**src/rtl/irq_pkg.sv**
```systemverilog
package irq_pkg;
  typedef enum logic {
    ADDR_PEND = 1'b0,
    ADDR_CLR  = 1'b1
  } irq_addr_e;
endpackage

```
**src/rtl/irq_chg_det.sv**
```systemverilog
module irq_chg_det #(
  parameter int unsigned WIDTH = 8
) (
  input  logic             clk_i,
  input  logic             rst_ni,
  input  logic [WIDTH-1:0] stat_i,
  output logic [WIDTH-1:0] chg_o
);
  logic [WIDTH-1:0] stat_q;

  always_ff @(posedge clk_i or negedge rst_ni) begin
    if (!rst_ni) stat_q <= '0;
    else         stat_q <= stat_i;
  end

  assign chg_o = stat_i ^ stat_q;
endmodule

```
**src/rtl/irq_src_cell.sv**
```systemverilog
module irq_src_cell (
  input  logic clk_i,
  input  logic rst_ni,
  input  logic en_i,
  input  logic cond_i,
  input  logic clr_i,
  output logic pend_o
);
  logic pend_q;

  // set wins over clear; clear needs mask bit held and condition gone
  always_ff @(posedge clk_i or negedge rst_ni) begin
    if (!rst_ni)                 pend_q <= 1'b0;
    else if (en_i && cond_i)     pend_q <= 1'b1;
    else if (clr_i && !cond_i)   pend_q <= 1'b0;
  end

  assign pend_o = pend_q;

  p_set_on_event_r2: assert property (@(posedge clk_i) disable iff (!rst_ni)
    (en_i && cond_i) |=> pend_q);
  p_no_clear_unmasked_r5: assert property (@(posedge clk_i) disable iff (!rst_ni)
    (pend_q && !clr_i) |=> pend_q);
  p_fault_hold_r6: assert property (@(posedge clk_i) disable iff (!rst_ni)
    (pend_q && cond_i) |=> pend_q);
  p_hw_no_set_r9: assert property (@(posedge clk_i) disable iff (!rst_ni)
    (!en_i && !pend_q) |=> !pend_q);
endmodule

```
**src/rtl/irq_latch_ctrl.sv**
```systemverilog
module irq_latch_ctrl
  import irq_pkg::*;
#(
  parameter int unsigned N_STAT = 8,
  localparam int unsigned SRC_W = N_STAT + 2
) (
  input  logic              clk_i,
  input  logic              rst_ni,
  input  logic              host_mode_i,
  input  logic [N_STAT-1:0] stat_i,
  input  logic              ovf_i,
  input  logic              unf_i,
  input  logic              wr_en_i,
  input  logic              addr_i,
  input  logic [SRC_W-1:0]  wdata_i,
  output logic [SRC_W-1:0]  rdata_o,
  output logic              irq_n_o,
  output logic              irq_oe_o
);
  logic [N_STAT-1:0] chg;
  logic [SRC_W-1:0]  cond;
  logic [SRC_W-1:0]  pend;
  logic [SRC_W-1:0]  clr_q;

  irq_chg_det #(.WIDTH(N_STAT)) u_det (
    .clk_i  (clk_i),
    .rst_ni (rst_ni),
    .stat_i (stat_i),
    .chg_o  (chg)
  );

  // source order: status bits low, overflow, underflow on top
  assign cond = {unf_i, ovf_i, chg};

  for (genvar g = 0; g < SRC_W; g++) begin : g_src
    irq_src_cell u_cell (
      .clk_i  (clk_i),
      .rst_ni (rst_ni),
      .en_i   (host_mode_i),
      .cond_i (cond[g]),
      .clr_i  (clr_q[g]),
      .pend_o (pend[g])
    );
  end

  always_ff @(posedge clk_i or negedge rst_ni) begin
    if (!rst_ni)                                   clr_q <= '0;
    else if (wr_en_i && irq_addr_e'(addr_i) == ADDR_CLR) clr_q <= wdata_i;
  end

  assign rdata_o  = (irq_addr_e'(addr_i) == ADDR_CLR) ? clr_q : pend;
  assign irq_oe_o = host_mode_i && |(pend & ~clr_q);
  assign irq_n_o  = ~irq_oe_o;

  p_irq_needs_pend_r4: assert property (@(posedge clk_i) disable iff (!rst_ni)
    irq_oe_o |-> (host_mode_i && pend != '0));
  p_all_masked_quiet_r7: assert property (@(posedge clk_i) disable iff (!rst_ni)
    (&clr_q) |-> !irq_oe_o);
  p_pend_write_ignored_r10: assert property (@(posedge clk_i) disable iff (!rst_ni)
    (wr_en_i && !addr_i) |=> $stable(clr_q));
endmodule

```
**config.mk**
```make
export PLATFORM = sky130hd
export DESIGN_NAME = irq_latch_ctrl
export DESIGN_NICKNAME = d
export VERILOG_FILES = /design/src/rtl/irq_pkg.sv /design/src/rtl/irq_chg_det.sv /design/src/rtl/irq_src_cell.sv /design/src/rtl/irq_latch_ctrl.sv
export SDC_FILE = /design/constraint.sdc
export NUM_CORES = 1
export LEC_CHECK = 0
export BUFFER_PORTS_ARGS = -buffer_cell sky130_fd_sc_hd__buf_2
export CORE_MARGIN = 1.5
export CORE_UTILIZATION = 49
export DETAILED_ROUTE_END_ITERATION = 7
export GPL_ROUTABILITY_DRIVEN = 0
export PLACE_DENSITY_LB_ADDON = 0.15
export SLEW_MARGIN = 10
export SYNTH_ARGS = -nofsm -noshare
export SYNTH_HDL_FRONTEND = slang
export SYNTH_SLANG_ARGS = --single-unit
```
**constraint.sdc**
```tcl
create_clock -name clk_i -period 1.1 [get_ports clk_i]
set_input_delay 0.055 -clock clk_i [delete_from_list [all_inputs] [get_ports clk_i]]
set_output_delay 0.055 -clock clk_i [all_outputs]
set_load 0.02 [all_outputs]
```
==> out/summary.txt <==
Fill count - 95
Top cells by area, synth - dfrtp_1 57%, mux2_2 17%, xnor2_1 5.0%
Routed len/inst - 17.1 um
Die width - 53.0 um
Antenna-violating nets left - 0
Yosys reg bits - 28
Post-synthesis sequential area ratio - 0.571
Post-placement worst setup slack - -142 ps
Top_reg_cell synth - dfrtp_1
Top-count cell post-synth - dfrtp_1
Fin crit period - 1600 ps
Placed Area - 1570 sq um
Hold path cells - 3
Reg2reg path depth - 4
Fmax - 626 MHz
Slew @ Worst Pin - 343 ps
Row count - 17
Compound-Gate Fraction of Synth Area - 0.0745
Skew-Pair Late Insertion Delay - 310 ps
CP Max Fanout - 2
Full die area - 2810 sq um
Wire length of the first global-routing pass - 5420 um
Layout area overhead - 67.9%
DR iter-0 viols - 13
Setup violations, final - 12
Port bufs - 36
Failing checks - negative setup slack
Initial antenna violation count - 0
GRT Total Usage - 0.276
EDFF count, synth - 0
Tot Pwr - 0.00293 W
Placeable core region - 2300 sq um
Top cell type's share of synthesized area - 0.571
Synth Instances - 100
Total CTS buffers - 3
H-tree levels - 1
Hold EP - g_src[0].u_cell.pend_o
Layout cells sized above 1 - 0.532
Leak - 0.985 nW
Clock sinks - 28
Net Count, Synth - 125
Vias per cell - 5.16
FF-to-FF Start - clr_q[2]
Router iterations before antenna repair - 4
CP required - 1040 ps
Fin crit share - 1.45
NumNets Final - 213
Pwr dens - 1430 nW/um^2
Die height - 53.0 um
Worst hold path class - primary input to flop
Slew Viols, Final - 0
Vias post-DR - 1105
RSZ-0062 raised after global routing - true
Mux contribution to synthesized area - 0.165
Fin area - 2060 sq um
Asr flop ratio synth - 1.00
Min Hold Slack - 144 ps
Final worst slack - -497 ps
Routed met2 length - 2000 um
Worst Setup Start Kind - flop
Grt ovf - 0
Status - complete, but fails checks
Drt total wl - 3660 um
Mapped cell area - 1230 sq um
Root Buffer - clkbuf_4
Largest family of logic cells by synthesized area - multiplexers
CP endpoint kind - output pin
Clock transition at path regs - 140 ps
Met3 Routed Length - 115 um
Largest net degree at the start of global routing - 16
Number of global-route vias before repair - 1171
Crit path DAT - 1540 ps
VDD IR-drop max - 1340 uV
Synth Warn # - 0
Post-Synth Adder-Cell Area - 0
Slew Limit Headroom - 0.772
Post-synth cell types - 18
Top Layer Used - met4
Max-Cap Viols - 0
Clock Path Buffers - 2
# diodes - 0
Setup CP Type - flop to output pin
Multi-input logic area - 573 sq um
Synth Area in Simple Gates - 0.111
Drc violations - 0
Metal-1 WL - 1410 um
Syn avg cell area - 12.3 sq um
Hpwl dp - 2050 um
R2r setup slk - 20 ps
Count of final hold-check violations - 0
Xor and xnor area share after synthesis - 0.0571
Reg area - 701 sq um
Hold_sp - host_mode_i
Initial core utilization - 0.534
CTS tree - yes
Top Ports - 37
Setup Total Neg Slack - -2880 ps
Leading area contributor after synthesis - dfrtp_1
Reg2Reg Capture Point - g_src[2].u_cell.pend_o
Commonest cells post-synth - 28 x dfrtp_1, 18 x mux2_2, 10 x a21oi_1, 9 x nor2_1, 7 x xnor2_1
Clock skew - 4.17 ps
[critical path, cell delays in order (launching register included)]
cell and delay [ps]:
dfrtp_1 410, nand2b_1 140, nand2_2 80, o41a_1 440
buf_6 140
[stage by stage]
step                      cells   util
final                       214  0.896
after global routing        214  0.896
after CTS                   210  0.867
after detailed placement    176  0.682
after global placement      176  0.682
after floorplan             100      -
[how the worst max path moves through the flow]
| stage | slack, ps | from | cells after the start | end |
|---|---|---|---|---|
| global route | -570 | g_src[2].u_cell.pend_o | 4 | irq_n_o |
| floorplan | -20 | g_src[5].u_cell.pend_o | 3 | irq_oe_o |
| CTS | -460 | clr_q[3] | 4 | irq_oe_o |
| finish | -500 | g_src[4].u_cell.pend_o | 4 | irq_oe_o |
| global placement | -110 | clr_q[3] | 4 | irq_oe_o |
| detailed placement | -140 | g_src[2].u_cell.pend_o | 4 | irq_oe_o |
[placed cells by master, fill, tap and decap left out, drive strengths merged]
master and n:
mux2 18, o21ai 3, inv 4, nand4 1
xnor2 7, nand2b 8, nor2 9, o41ai 1
clkbuf 3, o41a 1, dlygate4sd3 21, o22ai 1
buf 64, nand2 6, dfrtp 28, xor2 1
a21oi 10
[power breakdown]
part	internal (W)	switching (W)
Sequential	0.00117	0.000100
Combinational	0.000712	0.000546
Clock	0.000128	0.000277
Total	0.00201	0.000923
[cells by family after synthesis]
family	after synthesis
buffers and inverters	6
AO/OA/AOI/OAI	16
flip-flops	28
AND/OR/NAND/NOR	24
XOR/XNOR	8
multiplexers	18
[what timing repair did]
item	4_1_cts	5_1_grt
endpoints found under the setup margin	12	12
gates resized for setup	35	14
pin swaps	3	3
setup buffers	10	7
hold endpoints to repair	48	0
hold buffers	21	0
[routing by layer]
layer  GRT usage  vias up
met2       0.521       37
li1            -      510
met5           0        -
met1       0.302      544
met4       0.124        0
met3      0.0367       14
[state kept, by name (all words and copies together) (netlist names)]
signal / cells
clr_q: 10
g_src.u_cell.pend_o: 10
u_det.stat_q: 8
[cell type report]
type                       instances  area share
clock buffer                       3      0.0109
timing repair buffer              85       0.346
sequential                        28       0.340
inverter                           4     0.00729
tap                               28      0.0170
multi-input combinational         66       0.278
No activity file was read; power rests on OpenSTA's default activity.
